### src/rtl/ixalu_pkg.sv
package ixalu_pkg;

    typedef enum logic [3:0] {
        OP_ADD    = 4'd0,
        OP_SUB    = 4'd1,
        OP_SLL    = 4'd2,
        OP_SLT    = 4'd3,
        OP_SLTU   = 4'd4,
        OP_XOR    = 4'd5,
        OP_SR     = 4'd6,
        OP_OR     = 4'd7,
        OP_AND    = 4'd8,
        OP_LDUP   = 4'd9,
        OP_ADDUPC = 4'd10
    } alu_op_e;

    localparam logic [3:0] OP_LAST = 4'd10;

    // Only these operations have a 32-bit word form.
    function automatic logic has_word_form(input alu_op_e op);
        return (op == OP_ADD) || (op == OP_SUB) || (op == OP_SLL) || (op == OP_SR);
    endfunction

    function automatic logic is_shift(input alu_op_e op);
        return (op == OP_SLL) || (op == OP_SR);
    endfunction

endpackage

### src/rtl/ixalu_operand.sv
module ixalu_operand #(
    parameter int XLEN    = 64,
    parameter int IMM_I_W = 12,
    parameter int IMM_U_W = 20
) (
    input  logic [XLEN-1:0]    reg_b,
    input  logic [IMM_U_W-1:0] imm_raw,
    input  logic               use_imm,
    output logic [XLEN-1:0]    opnd_b,
    output logic [XLEN-1:0]    upper_off
);
    localparam int I_FILL = XLEN - IMM_I_W;
    localparam int U_FILL = XLEN - IMM_U_W - IMM_I_W;

    logic [XLEN-1:0] imm_i_ext;

    always_comb begin
        imm_i_ext = {{I_FILL{imm_raw[IMM_I_W-1]}}, imm_raw[IMM_I_W-1:0]};
        upper_off = {{U_FILL{imm_raw[IMM_U_W-1]}}, imm_raw, {IMM_I_W{1'b0}}};
        opnd_b    = use_imm ? imm_i_ext : reg_b;
    end

    always_comb begin
        if (use_imm) begin
            AST_IMM_SIGN_FILL: assert (opnd_b[XLEN-1:IMM_I_W] == {I_FILL{imm_raw[IMM_I_W-1]}})
                else $error("immediate extension wrong");
        end
        AST_UPPER_LOW_ZERO: assert (upper_off[IMM_I_W-1:0] == '0)
            else $error("upper offset low bits set");
    end
endmodule

### src/rtl/ixalu_addcmp.sv
module ixalu_addcmp #(
    parameter int XLEN = 64
) (
    input  logic [XLEN-1:0] add_a,
    input  logic [XLEN-1:0] add_b,
    input  logic            do_sub,
    input  logic [XLEN-1:0] cmp_a,
    input  logic [XLEN-1:0] cmp_b,
    output logic [XLEN-1:0] sum,
    output logic            lt_signed,
    output logic            lt_unsigned
);
    logic [XLEN-1:0] b_eff;

    always_comb begin
        b_eff       = do_sub ? ~add_b : add_b;
        sum         = add_a + b_eff + {{(XLEN-1){1'b0}}, do_sub};
        lt_unsigned = cmp_a < cmp_b;
        lt_signed   = $signed(cmp_a) < $signed(cmp_b);
    end

    always_comb begin
        if (cmp_a[XLEN-1] == cmp_b[XLEN-1]) begin
            AST_CMP_SAME_SIGN: assert (lt_signed == lt_unsigned)
                else $error("compares disagree on equal signs");
        end
        if (cmp_a[XLEN-1] != cmp_b[XLEN-1]) begin
            AST_CMP_DIFF_SIGN: assert (lt_signed != lt_unsigned)
                else $error("compares agree on opposite signs");
        end
    end
endmodule

### src/rtl/ixalu_shift.sv
module ixalu_shift #(
    parameter int XLEN = 64,
    parameter int WLEN = 32
) (
    input  logic [XLEN-1:0]         value,
    input  logic [$clog2(XLEN)-1:0] amount,
    input  logic                    word,
    input  logic                    go_right,
    input  logic                    arith,
    output logic [XLEN-1:0]         shifted
);
    localparam int SHW  = $clog2(XLEN);
    localparam int WSHW = $clog2(WLEN);
    localparam int HI_W = XLEN - WLEN;

    logic [XLEN-1:0] src;
    logic [SHW-1:0]  eff;
    logic            fill;

    always_comb begin
        fill = arith & go_right & value[WLEN-1];
        if (word) begin
            src = {{HI_W{fill}}, value[WLEN-1:0]};
            eff = {{(SHW-WSHW){1'b0}}, amount[WSHW-1:0]};
        end else begin
            src = value;
            eff = amount;
        end
        if (!go_right)
            shifted = src << eff;
        else if (arith)
            shifted = $signed(src) >>> eff;
        else
            shifted = src >> eff;
    end

    always_comb begin
        if (word && amount[WSHW-1:0] == '0) begin
            AST_WORD_AMT_MASK: assert (shifted[WLEN-1:0] == value[WLEN-1:0])
                else $error("word shift used masked amount bits");
        end
        if (!word && go_right && !arith && amount != '0) begin
            AST_LOGIC_ZERO_FILL: assert (shifted[XLEN-1] == 1'b0)
                else $error("logical right shift filled ones");
        end
    end
endmodule

### src/rtl/int_exec_alu.sv
module int_exec_alu
    import ixalu_pkg::*;
#(
    parameter int XLEN    = 64,
    parameter int WLEN    = 32,
    parameter int IMM_I_W = 12,
    parameter int IMM_U_W = 20
) (
    input  logic [XLEN-1:0]    src_a,
    input  logic [XLEN-1:0]    src_b,
    input  logic [XLEN-1:0]    pc_in,
    input  logic [IMM_U_W-1:0] imm_raw,
    input  logic [3:0]         op_sel,
    input  logic               word_mode,
    input  logic               use_imm,
    input  logic               alt_fn,
    output logic [XLEN-1:0]    result,
    output logic               rsvd_enc
);
    localparam int SHW       = $clog2(XLEN);
    localparam int WSHW      = $clog2(WLEN);
    localparam int HI_W      = XLEN - WLEN;
    localparam int ARITH_BIT = IMM_I_W - 2;

    alu_op_e         op_e;
    logic [XLEN-1:0] opnd_b;
    logic [XLEN-1:0] upper_off;
    logic [XLEN-1:0] add_a;
    logic [XLEN-1:0] add_b;
    logic [XLEN-1:0] sum;
    logic [XLEN-1:0] shifted;
    logic            lt_s;
    logic            lt_u;
    logic            arith_sel;
    logic            known_op;
    logic [XLEN-1:0] raw_res;

    assign op_e = alu_op_e'(op_sel);

    ixalu_operand #(
        .XLEN(XLEN), .IMM_I_W(IMM_I_W), .IMM_U_W(IMM_U_W)
    ) u_operand (
        .reg_b     (src_b),
        .imm_raw   (imm_raw),
        .use_imm   (use_imm),
        .opnd_b    (opnd_b),
        .upper_off (upper_off)
    );

    always_comb begin
        add_a = (op_e == OP_ADDUPC) ? pc_in     : src_a;
        add_b = (op_e == OP_ADDUPC) ? upper_off : opnd_b;
    end

    ixalu_addcmp #(.XLEN(XLEN)) u_addcmp (
        .add_a       (add_a),
        .add_b       (add_b),
        .do_sub      (op_e == OP_SUB),
        .cmp_a       (src_a),
        .cmp_b       (opnd_b),
        .sum         (sum),
        .lt_signed   (lt_s),
        .lt_unsigned (lt_u)
    );

    assign arith_sel = use_imm ? imm_raw[ARITH_BIT] : alt_fn;

    ixalu_shift #(.XLEN(XLEN), .WLEN(WLEN)) u_shift (
        .value    (src_a),
        .amount   (opnd_b[SHW-1:0]),
        .word     (word_mode),
        .go_right (op_e == OP_SR),
        .arith    (arith_sel),
        .shifted  (shifted)
    );

    // Reserved-encoding detection
    always_comb begin
        known_op = (op_sel <= OP_LAST);
        rsvd_enc = !known_op
                 || (word_mode && !has_word_form(op_e))
                 || (word_mode && use_imm && is_shift(op_e) && imm_raw[WSHW]);
    end

    // Result selection
    always_comb begin
        unique case (op_e)
            OP_ADD, OP_SUB, OP_ADDUPC: raw_res = sum;
            OP_SLL, OP_SR:             raw_res = shifted;
            OP_SLT:                    raw_res = {{(XLEN-1){1'b0}}, lt_s};
            OP_SLTU:                   raw_res = {{(XLEN-1){1'b0}}, lt_u};
            OP_XOR:                    raw_res = src_a ^ opnd_b;
            OP_OR:                     raw_res = src_a | opnd_b;
            OP_AND:                    raw_res = src_a & opnd_b;
            OP_LDUP:                   raw_res = upper_off;
            default:                   raw_res = '0;
        endcase
        if (rsvd_enc)
            result = '0;
        else if (word_mode)
            result = {{HI_W{raw_res[WLEN-1]}}, raw_res[WLEN-1:0]};
        else
            result = raw_res;
    end

    always_comb begin
        if (word_mode && !rsvd_enc) begin
            AST_WORD_SIGN_FILL: assert (result[XLEN-1:WLEN] == {HI_W{result[WLEN-1]}})
                else $error("word result not sign-extended");
        end
        if (rsvd_enc) begin
            AST_RSVD_QUIET: assert (result == '0)
                else $error("reserved encoding produced data");
        end
        if (word_mode && !has_word_form(op_e)) begin
            AST_WORD_ONLY_FORMS: assert (rsvd_enc)
                else $error("word mode on operation without word form");
        end
        if ((op_e == OP_SLT || op_e == OP_SLTU) && !word_mode) begin
            AST_CMP_NARROW: assert (result[XLEN-1:1] == '0)
                else $error("compare result wider than one bit");
        end
        if ((op_e == OP_ADD || op_e == OP_SUB) && known_op && !word_mode) begin
            AST_NO_OVERFLOW_FLAG: assert (!rsvd_enc)
                else $error("arithmetic overflow flagged");
        end
    end
endmodule

### config.mk
export PLATFORM = sky130hd
export DESIGN_NAME = int_exec_alu
export DESIGN_NICKNAME = d
export VERILOG_FILES = /design/src/rtl/ixalu_pkg.sv /design/src/rtl/ixalu_operand.sv /design/src/rtl/ixalu_addcmp.sv /design/src/rtl/ixalu_shift.sv /design/src/rtl/int_exec_alu.sv
export SDC_FILE = /design/constraint.sdc
export NUM_CORES = 1
export LEC_CHECK = 0
export BUFFER_PORTS_ARGS = -buffer_cell sky130_fd_sc_hd__buf_2
export CELL_PAD_IN_SITES_DETAIL_PLACEMENT = 1
export CELL_PAD_IN_SITES_GLOBAL_PLACEMENT = 1
export CORE_UTILIZATION = 40
export DETAILED_ROUTE_END_ITERATION = 8
export PLACE_DENSITY_LB_ADDON = 0.1
export SYNTH_ARGS = -nofsm -noshare
export SYNTH_HDL_FRONTEND = slang
export SYNTH_SLANG_ARGS = --single-unit
### constraint.sdc
create_clock -name vclk -period 5.6
set_input_delay 0.56 -clock vclk [all_inputs]
set_output_delay 0.56 -clock vclk [all_outputs]
set_load 0.005 [all_outputs]
==> metrics.txt <==
crit path kind in2out; vias in the first global route 29184; leading cell type in the layout, fill and taps excluded sky130_fd_sc_hd__nand2_1; Congestion Overflow GR 0; final weighted congestion in routability-driven placement 1.09; core area 0.0530 mm²; initial cell density of the core 0.407; total power divided by cell area 156 mW/mm²; number of remaining DRC errors 0; Avg Inst Size Synth 6.67 µm²; highest clock rate 176 MHz; largest net degree at the start of global routing 127; data required time at the worst endpoint 5.04 ns; final period demand of the worst path 5.69 ns; area share of fa/ha/maj cells after synthesis 0.178; row cnt 84; delay contributed by the slowest stage of the critical path 0.46 ns; worst endpoint data arrival time 5.13 ns; hold slack 1.86 ns; horizontal die dimension 234 µm; total placed cells including tap cells 4345; Placement Setup Slack -0.525 ns; main combinational cell family by area after synthesis compound AO/OA/AOI/OAI gates; number of warnings reported in the yosys synthesis log 0; cells after synthesis 3233; final standard cell count with taps included and fillers excluded 4363; detailed-route wire length per cell 32.4 µm; count of clock-net buffers in the final layout 0; slew at the pin closest to its max-slew limit 0.971 ns; number of distinct library cell variants in the gate-level netlist after synthesis 91; IR Drop Worst-Case VDD 0.102 mV; Port Buffers 284; Simple-Gate Fraction of Synth Area 0.178; floorplan die height 234 µm; share of the clock period used by the worst path 1.02; number of hold-repair buffers added at the cts stage 0; WP buf/inv 6; detailed router's first-iteration violation count 3802; commonest cells after routing, fill and taps aside 401 x sky130_fd_sc_hd__nand2_1, 387 x sky130_fd_sc_hd__buf_4, 323 x sky130_fd_sc_hd__a21oi_1, 305 x sky130_fd_sc_hd__ha_1, 284 x sky130_fd_sc_hd__buf_2; total number of nets in the final design 4199; endpoints failing setup 1; global-route wire length before repair 198000 µm; mux share of post-synthesis cell area 0.147; sequential cell count 0; number of antenna violations at the first check in global routing 10; Max Cap Viol 0; compound-gate portion of the synthesized area 0.363; type of the tightest min-delay check in2out; share of post-route cells with drive strength above 1 0.237; Synthesized Nets 3758; final setup margin -0.0939 ns; slowest cell on the critical path sky130_fd_sc_hd__a221o_2; cell area after technology mapping 0.0216 mm²; Pleak 12.6 nW; final wirelength 141000 µm; share of the yosys chip area belonging to registers 0; number of top-level pins 284; detailed-route vias per instance 6.95; family with the most delay on the worst path compound AO/OA/AOI/OAI gates; number of antenna-violating nets in the routed design 0; sequence of cells on the critical path buf_2 > and4bb_4 > buf_12 > buf_4 > o21ai_0 > o31ai_1 > fa_2 > a21o_1 > a221o_2 > buf_4 > a21oi_1 > buf_4 > a21o_1 > nand2_1 > a221oi_1 > xnor2_1 > a32oi_1 > a21oi_1 > buf_2; global-route total usage across every layer 0.488; via total after detailed routing 30316; largest fanout on the critical path 11; total power consumption of the routed design 4.17 mW; Final Hold Fails 0; Storage cell area 0 µm²; cell repeated most along the worst path sky130_fd_sc_hd__buf_4; xor and xnor area share after synthesis 0.0483; Initial DRT Pass Iterations 6; CP endpoint kind output port; Final Util 0.504; Area Growth Syn to Fin 23.8%; max-slew violations 0; sort of element at the start of the critical path input port; Max-slew headroom 0.336; overall die area 0.0549 mm²; placed wire-length estimate 112000 µm; outcome complete, but fails checks; violated checks negative setup slack
[routing by layer]
metal	vias up	GRT usage	routed length [µm]
li1	12814	-	-
met2	2112	0.718	58300
met1	14887	0.647	56400
met3	489	0.137	18100
met5	-	0	86
met4	14	0.237	8550
[synthesized netlist by cell type (10+ instances only)]
master	count	area share
sky130_fd_sc_hd__nand2_1	405	0.070
sky130_fd_sc_hd__a21oi_1	332	0.077
sky130_fd_sc_hd__ha_1	305	0.18
sky130_fd_sc_hd__o21ai_0	295	0.068
sky130_fd_sc_hd__nor2_1	200	0.035
sky130_fd_sc_hd__mux2i_1	191	0.089
sky130_fd_sc_hd__inv_1	179	0.031
sky130_fd_sc_hd__clkbuf_1	170	0.030
sky130_fd_sc_hd__o211ai_1	103	0.036
sky130_fd_sc_hd__nand3_1	95	0.022
sky130_fd_sc_hd__xnor2_1	85	0.035
sky130_fd_sc_hd__a21o_1	76	0.026
sky130_fd_sc_hd__a211oi_1	63	0.022
sky130_fd_sc_hd__buf_1	46	0.0080
sky130_fd_sc_hd__a31oi_1	44	0.013
sky130_fd_sc_hd__mux4_2	41	0.043
sky130_fd_sc_hd__nor3_1	40	0.0093
sky130_fd_sc_hd__buf_2	38	0.0088
sky130_fd_sc_hd__xor2_1	34	0.014
sky130_fd_sc_hd__a221oi_1	31	0.013
sky130_fd_sc_hd__a22oi_1	31	0.011
sky130_fd_sc_hd__o22ai_1	29	0.0084
sky130_fd_sc_hd__o221ai_1	26	0.011
sky130_fd_sc_hd__o21bai_1	23	0.0080
sky130_fd_sc_hd__and3_1	22	0.0064
sky130_fd_sc_hd__nand4_1	21	0.0061
sky130_fd_sc_hd__nor4_1	20	0.0058
sky130_fd_sc_hd__mux2_2	19	0.0099
sky130_fd_sc_hd__nor2b_1	13	0.0038
sky130_fd_sc_hd__o21a_1	13	0.0045
sky130_fd_sc_hd__o21ai_1	13	0.0030
sky130_fd_sc_hd__a211o_1	12	0.0049
sky130_fd_sc_hd__a221o_1	12	0.0056
sky130_fd_sc_hd__nand2b_1	12	0.0035
sky130_fd_sc_hd__o2111ai_1	11	0.0045
sky130_fd_sc_hd__o31ai_1	11	0.0038
sky130_fd_sc_hd__or3_1	10	0.0029
[final timing paths]
| kind | start | to | slack, ns | depth (start not counted) |
|---|---|---|---|---|
| hold / removal | op_sel[2] | result[44] | 1.86 | 5 |
| setup / recovery | op_sel[2] | result[20] | -0.09 | 19 |
[what timing repair did]
action	4_1_cts	5_1_grt
endpoints found under the setup margin	35	41
cloned	1	1
pin swaps	10	31
resized for setup	23	75
buffers inserted	5	11
[worst min-delay path: cells and delay by family]
| kind | cells | cell delay [ns] |
|---|---|---|
| AND/OR/NAND/NOR | 2 | 0.35 |
| AO/OA/AOI/OAI | 1 | 0.09 |
| buffers and inverters | 2 | 0.30 |
[cells by family after synthesis]
family                   Yosys count
multiplexers                     256
AO/OA/AOI/OAI                   1224
AND/OR/NAND/NOR                  872
XOR/XNOR                         119
adder cells (fa/ha/maj)          306
buffers and inverters            456
[final cells by class]
class | count | area (µm²)
antenna | 3 | 7.51
fill | 6916 | 26300
inverter | 184 | 698
multi-input combinational | 2777 | 20100
tap | 688 | 861
timing repair buffer | 711 | 5020
[per-stage QoR]
stage               TNS (ns)  cell area (µm²)
CTS                        0            26400
finish               -0.0939            26700
floorplan                  0            21600
global placement       -2.86            26200
detailed placement     -5.81            26200
global route          -0.534            26700
[report_power, final]
group	switching [mW]	leakage, nW	internal, mW
registers	0	0	0
clock network	0	0.0000213	0.0000000642
logic	2.62	12.6	1.55
total	2.62	12.6	1.55
Power figures use the tool's default switching activity.
